**src/rtl/dl_byte_collector_pkg.sv**
```systemverilog
package dl_byte_collector_pkg;

    localparam int DL_ADDR_W   = 3;
    localparam int ST_W        = 3;
    localparam int ST_READY    = 0;
    localparam int ST_HIT      = 1;
    localparam int ST_OVERRUN  = 2;

    typedef enum logic [DL_ADDR_W-1:0] {
        A_RXBYTE  = 3'd0,
        A_STATUS  = 3'd1,
        A_IRQEN   = 3'd2,
        A_PATBASE = 3'd3
    } dl_addr_e;

    typedef struct packed {
        logic overrun;
        logic hit;
        logic ready;
    } dl_evt_t;

    function automatic logic [ST_W-1:0] evt_bits(input dl_evt_t e);
        return {e.overrun, e.hit, e.ready};
    endfunction

endpackage

```
**src/rtl/dl_bit_packer.sv**
```systemverilog
module dl_bit_packer #(
    parameter int W = 8
) (
    input  logic         clk,
    input  logic         rst,
    input  logic         bit_valid,
    input  logic         bit_in,
    output logic         byte_done,
    output logic [W-1:0] byte_out
);
    localparam int CNT_W = (W > 1) ? $clog2(W) : 1;
    localparam logic [CNT_W-1:0] LAST = CNT_W'(W - 1);

    logic [W-1:0]     shift_q;
    logic [CNT_W-1:0] pos_q;
    logic [W-1:0]     shift_n;

    assign shift_n = {bit_in, shift_q[W-1:1]};

    always_ff @(posedge clk) begin
        if (rst) begin
            shift_q   <= '0;
            pos_q     <= '0;
            byte_done <= 1'b0;
            byte_out  <= '0;
        end else begin
            byte_done <= 1'b0;
            if (bit_valid) begin
                shift_q <= shift_n;
                if (pos_q == LAST) begin
                    pos_q     <= '0;
                    byte_done <= 1'b1;
                    byte_out  <= shift_n;
                end else begin
                    pos_q <= pos_q + 1'b1;
                end
            end
        end
    end
endmodule

```
**src/rtl/dl_match_bank.sv**
```systemverilog
module dl_match_bank #(
    parameter int W = 8,
    parameter int N = 2
) (
    input  logic           clk,
    input  logic           rst,
    input  logic [N-1:0]   wr_sel,
    input  logic [W-1:0]   wdata,
    input  logic [W-1:0]   byte_in,
    output logic           hit,
    output logic [N*W-1:0] patterns
);
    logic [N-1:0] eq;

    for (genvar i = 0; i < N; i++) begin : g_pat
        logic [W-1:0] pat_q;
        always_ff @(posedge clk) begin
            if (rst) begin
                pat_q <= '0;
            end else if (wr_sel[i]) begin
                pat_q <= wdata;
            end
        end
        assign eq[i]              = (pat_q == byte_in);
        assign patterns[i*W +: W] = pat_q;
    end

    assign hit = |eq;
endmodule

```
**src/rtl/dl_status_regs.sv**
```systemverilog
module dl_status_regs
    import dl_byte_collector_pkg::*;
#(
    parameter int W = 8
) (
    input  logic            clk,
    input  logic            rst,
    input  logic            byte_done,
    input  logic            pat_hit,
    input  logic [W-1:0]    byte_in,
    input  logic            clr_wr,
    input  logic [ST_W-1:0] clr_mask,
    input  logic            en_wr,
    input  logic [ST_W-1:0] en_data,
    output logic [ST_W-1:0] status,
    output logic [ST_W-1:0] irq_en,
    output logic [W-1:0]    rx_byte
);
    dl_evt_t         evt;
    logic [ST_W-1:0] clr;

    always_comb begin
        evt.ready   = byte_done;
        evt.hit     = byte_done & pat_hit;
        evt.overrun = byte_done & status[ST_READY];
        clr         = clr_wr ? clr_mask : '0;
    end

    always_ff @(posedge clk) begin
        if (rst) begin
            status  <= '0;
            irq_en  <= '0;
            rx_byte <= '0;
        end else begin
            status <= (status & ~clr) | evt_bits(evt);
            if (en_wr) begin
                irq_en <= en_data;
            end
            if (byte_done) begin
                rx_byte <= byte_in;
            end
        end
    end
endmodule

```
**src/rtl/dl_byte_collector.sv**
```systemverilog
module dl_byte_collector
    import dl_byte_collector_pkg::*;
#(
    parameter int W = 8,
    parameter int N_PAT = 2
) (
    input  logic                 clk,
    input  logic                 rst,
    input  logic                 dl_bit_valid,
    input  logic                 dl_bit,
    input  logic                 host_wr,
    input  logic [DL_ADDR_W-1:0] host_addr,
    input  logic [W-1:0]         host_wdata,
    output logic [W-1:0]         host_rdata,
    output logic                 irq_n
);
    localparam int PAT_BASE = int'(A_PATBASE);

    logic               byte_done;
    logic [W-1:0]       packed_byte;
    logic               pat_hit;
    logic [N_PAT*W-1:0] patterns;
    logic [N_PAT-1:0]   pat_wr;
    logic [ST_W-1:0]    status;
    logic [ST_W-1:0]    irq_en;
    logic [W-1:0]       rx_byte;

    dl_bit_packer #(.W(W)) packer_i (
        .clk(clk), .rst(rst),
        .bit_valid(dl_bit_valid), .bit_in(dl_bit),
        .byte_done(byte_done), .byte_out(packed_byte)
    );

    for (genvar i = 0; i < N_PAT; i++) begin : g_wsel
        assign pat_wr[i] = host_wr && (host_addr == DL_ADDR_W'(PAT_BASE + i));
    end

    dl_match_bank #(.W(W), .N(N_PAT)) match_i (
        .clk(clk), .rst(rst),
        .wr_sel(pat_wr), .wdata(host_wdata),
        .byte_in(packed_byte), .hit(pat_hit), .patterns(patterns)
    );

    dl_status_regs #(.W(W)) status_i (
        .clk(clk), .rst(rst),
        .byte_done(byte_done), .pat_hit(pat_hit), .byte_in(packed_byte),
        .clr_wr(host_wr && (host_addr == A_STATUS)),
        .clr_mask(host_wdata[ST_W-1:0]),
        .en_wr(host_wr && (host_addr == A_IRQEN)),
        .en_data(host_wdata[ST_W-1:0]),
        .status(status), .irq_en(irq_en), .rx_byte(rx_byte)
    );

    always_comb begin
        host_rdata = '0;
        case (host_addr)
            A_RXBYTE: host_rdata = rx_byte;
            A_STATUS: host_rdata = {{(W-ST_W){1'b0}}, status};
            A_IRQEN:  host_rdata = {{(W-ST_W){1'b0}}, irq_en};
            default: begin
                for (int i = 0; i < N_PAT; i++) begin
                    if (host_addr == DL_ADDR_W'(PAT_BASE + i)) begin
                        host_rdata = patterns[i*W +: W];
                    end
                end
            end
        endcase
    end

    assign irq_n = ~|(status & irq_en);
endmodule

```
**config.mk**
```make
export PLATFORM = sky130hd
export DESIGN_NAME = dl_byte_collector
export DESIGN_NICKNAME = d
export VERILOG_FILES = /design/src/rtl/dl_byte_collector_pkg.sv /design/src/rtl/dl_bit_packer.sv /design/src/rtl/dl_match_bank.sv /design/src/rtl/dl_status_regs.sv /design/src/rtl/dl_byte_collector.sv
export SDC_FILE = /design/constraint.sdc
export NUM_CORES = 1
export LEC_CHECK = 0
export ABC_CLOCK_PERIOD_IN_PS = 2300
export BUFFER_PORTS_ARGS = -buffer_cell sky130_fd_sc_hd__buf_2
export CORE_MARGIN = 2
export CORE_UTILIZATION = 40
export CTS_CLUSTER_SIZE = 25
export DETAILED_ROUTE_END_ITERATION = 6
export SYNTH_ARGS = -nofsm -noshare
export SYNTH_HDL_FRONTEND = slang
export SYNTH_SLANG_ARGS = --single-unit
export TNS_END_PERCENT = 20
```
**constraint.sdc**
```tcl
create_clock -name clk -period 2.3 [get_ports clk]
set_input_delay 0.115 -clock clk [delete_from_list [all_inputs] [get_ports clk]]
set_output_delay 0.115 -clock clk [all_outputs]
set_load 0.02 [all_outputs]
```
==> impl_results.md <==
- Status: completed
- Switching pwr: 364 uW
- Setup violations, final: 0
- First-pass GRT wire length: 8190 um
- Clock latency at the later pin of the worst-skew pair: 0.30 ns
- Worst hold path type: in -> reg
- Yosys warnings: 0
- Mapped Area: 0.00230 mm2
- Cells after synthesis: 253
- Clock Pin Slew Worst Setup and Hold Paths: 0.08 ns
- Post-CTS Setup Inserts: 0
- CTS tree: done
- CTS resizes: 0
- Lkg Pwr: 1.09 nW
- Crit path launch: status_i.status[0]$_SDFF_PP0_
- Final sum of negative setup slack: 0 ns
- Achievable frequency: 637 MHz
- Proportion of layout cells with a drive suffix above 1: 14.0%
- Sw frac: 22.3%
- Hold WS: 0.0527 ns
- Crit path kind: reg -> out
- Place WS: 0.836 ns
- Largest net degree at the start of global routing: 31
- Syn avg cell area: 9.07 um2
- Final Cycle Share: 68.3%
- CTS Buf Count: 5
- R2r setup slk: 0.85 ns
- Logic pwr share: 7.8%
- Syn-to-layout area delta: 11.3%
- Worst path required time: 2.18 ns
- Peak VDD IR: 0.000388 V
- Wire per inst: 13.9 um
- Period minus WS final: 1.57 ns
- Critical Path Sink: host_rdata[0]
- Starting density of the core: 41.4%
- Number of global-route vias before repair: 1679
- Post-synthesis register bit count: 49
- Die Y-Extent: 79.8 um
- FFs w/ async S/R, synth: 0%
- Antenna-violating nets left: 0
- Seq pwr share: 53.4%
- Detailed Route WL: 4770 um
- I/O pin total: 25
- Worst flop-to-flop path endpoint: packer_i.byte_out[6]$_SDFFE_PP0P_
- FP Rows: 27
- Design Power: 1.63 mW
- Final hold violations: 0
- Total die area: 0.00636 mm2
- Internal power: 1.27 mW
- Predominant post-synthesis flop cell: dfxtp_1
- Max-slew headroom: 58.3%
- Pins Over Slew Limit: 0
- Post-DP HPWL: 3350 um
- CP max FO: 4
- EDFF count, synth: 0
- Reg2reg path depth: 5
- Hold Buf Count CTS: 0
- Largest area contributor in the netlist: dfxtp_1
- Final net count: 289
- Sequential area share after synthesis: 42.7%
- Initial antenna violation count: 0
- Clk sinks: 49
- R2R Path Start: packer_i.pos_q[0]$_SDFFE_PP0P_
- Crit. End Element: primary output
- Power Density: 638 mW/mm2
- Max-cap violations: 0
- Post-synth top area share: 42.7%
- Vias: 1731
- Routed vias/inst: 5.03
- Final WS setup: 0.729 ns
- Total iterations of the first detailed-routing run: 4
- Core area: 0.00554 mm2
- Largest cells by area after synthesis: dfxtp_1 (43%), mux2i_1 (16%), xor2_1 (6.1%)
- All-Layer GR Usage: 16.6%
- CTS H-tree lvls: 2
- Tightest Pin Transition: 0.625 ns
- Synthesized Nets: 271
- N_diodes: 0
- Die width: 79.8 um
- Synth cell types: 29
- Crit path DAT: 1.46 ns
- Fin Clk Skew: 0.00169 ns
- Routability cong.: 0.767
- Clock share of power: 38.7%
- Number of DRC markers in iteration 0: 65
- Gr ovfl total: 0
- Layout fillers: 570
- CTS Root Cell: clkbuf_8
- Residual DRC count: 0
- # port buffers: 24
- Unrepaired setup endpoints after global routing: no
- Critical Path Start Type: flip-flop
- Clock tree buffer depth: 2
[sequential cells by signal (all words and copies together), names as in the netlist]
| register | cells |
|---|---|
| status_i.rx_byte | 8 |
| packer_i.byte_done | 1 |
| packer_i.byte_out | 8 |
| packer_i.pos_q | 3 |
| match_i.g_pat.pat_q | 16 |
| status_i.status | 3 |
| packer_i.shift_q | 7 |
| status_i.irq_en | 3 |
[per-stage QoR]
stage	std cells	utilization (%)	area (um2)
global placement	336	44.0	2440
detailed placement	336	44.0	2440
global route	344	46.1	2560
finish	344	46.1	2560
CTS	344	46.1	2560
floorplan	253	-	2300
[Yosys cell counts, drive strengths merged (2+ instances only)]
cell type  instances
clkbuf             4
nand2             36
nor4               4
dfxtp             49
mux2               3
o21ai              5
nor2              38
a21oi             20
nand3              8
ha                 2
mux2i             37
xor2              16
nand2b             5
a22oi              2
o22a               6
buf               11
[cell families (layout without fill, tap and decap cells)]
group	after synthesis	count (layout)	share of synthesized area, %
adders and majority gates	2	2	1.09
buffers and inverters	15	34	3.54
AOI/OAI and AO/OA	35	35	9.10
and+or+nand+nor	96	96	19.7
muxes	40	40	17.8
xor gates and xnor gates	16	16	6.10
DFF	49	49	42.7
[worst max-delay path, stage by stage (launching register included)]
cell     delay, ns
dfxtp_1       0.34
mux2_1        0.30
o22a_1        0.17
o22a_1        0.18
buf_2         0.16
[power by group through the flow]
stage / sequential (mW) / combinational, mW / clock [mW]
3_3_place_gp: 0.891 / 0.127 / 0
3_5_place_dp: 0.891 / 0.129 / 0
2_1_floorplan: 0.888 / 0.0947 / 0
5_1_grt: 0.873 / 0.143 / 0.690
6_report: 0.871 / 0.128 / 0.631
4_1_cts: 0.871 / 0.129 / 0.652
[how the worst min path moves through the flow]
stage          depth (start not counted)                                      to  slack [ns]          start
2_1_floorplan                          2  match_i.g_pat[0].pat_q[0]$_SDFFE_PP0P_        0.25  host_wdata[0]
3_3_place_gp                           3  match_i.g_pat[1].pat_q[5]$_SDFFE_PP0P_        0.36  host_wdata[5]
3_5_place_dp                           3  match_i.g_pat[1].pat_q[7]$_SDFFE_PP0P_        0.37  host_wdata[7]
4_1_cts                                3  match_i.g_pat[0].pat_q[7]$_SDFFE_PP0P_        0.05  host_wdata[7]
5_1_grt                                3  match_i.g_pat[0].pat_q[5]$_SDFFE_PP0P_        0.05  host_wdata[5]
6_report                               3  match_i.g_pat[0].pat_q[7]$_SDFFE_PP0P_        0.05  host_wdata[7]
[per-layer routing]
| metal | share of wire, % | GRT usage (%) | vias up |
|---|---|---|---|
| met1 | 51 | 22.8 | 790 |
| met3 | 3.3 | 3.05 | 8 |
| li1 | - | - | 904 |
| met2 | 44 | 26.1 | 29 |
| met5 | 0 | 0 | - |
| met4 | 1.5 | 6.10 | 0 |
[cell type report]
class	count	area (um2)	share of cell area, %
Clock buffer	7	86.3	3.38
Clock inverter	1	30.0	1.17
Multi-Input combinational cell	189	1230	48.3
Timing Repair Buffer	26	135	5.29
Sequential cell	49	981	38.4
Tap cell	72	90.1	3.52
[layout by cell type, fill, tap and decap left out, drive strengths merged]
master  synthesis  layout
a21oi          20      20
a222oi          1       1
a22oi           2       2
and4b           1       1
and4bb          1       1
buf            11      26
bufinv          0       1
clkbuf          4       7
dfxtp          49      49
ha              2       2
mux2            3       3
mux2i          37      37
nand2          36      36
nand2b          5       5
nand3           8       8
nand4b          1       1
nor2           38      38
nor3b           1       1
nor4            4       4
o21ai           5       5
o22a            6       6
o22ai           1       1
or2             1       1
xor2           16      16
(Power assumes the default switching activity.)
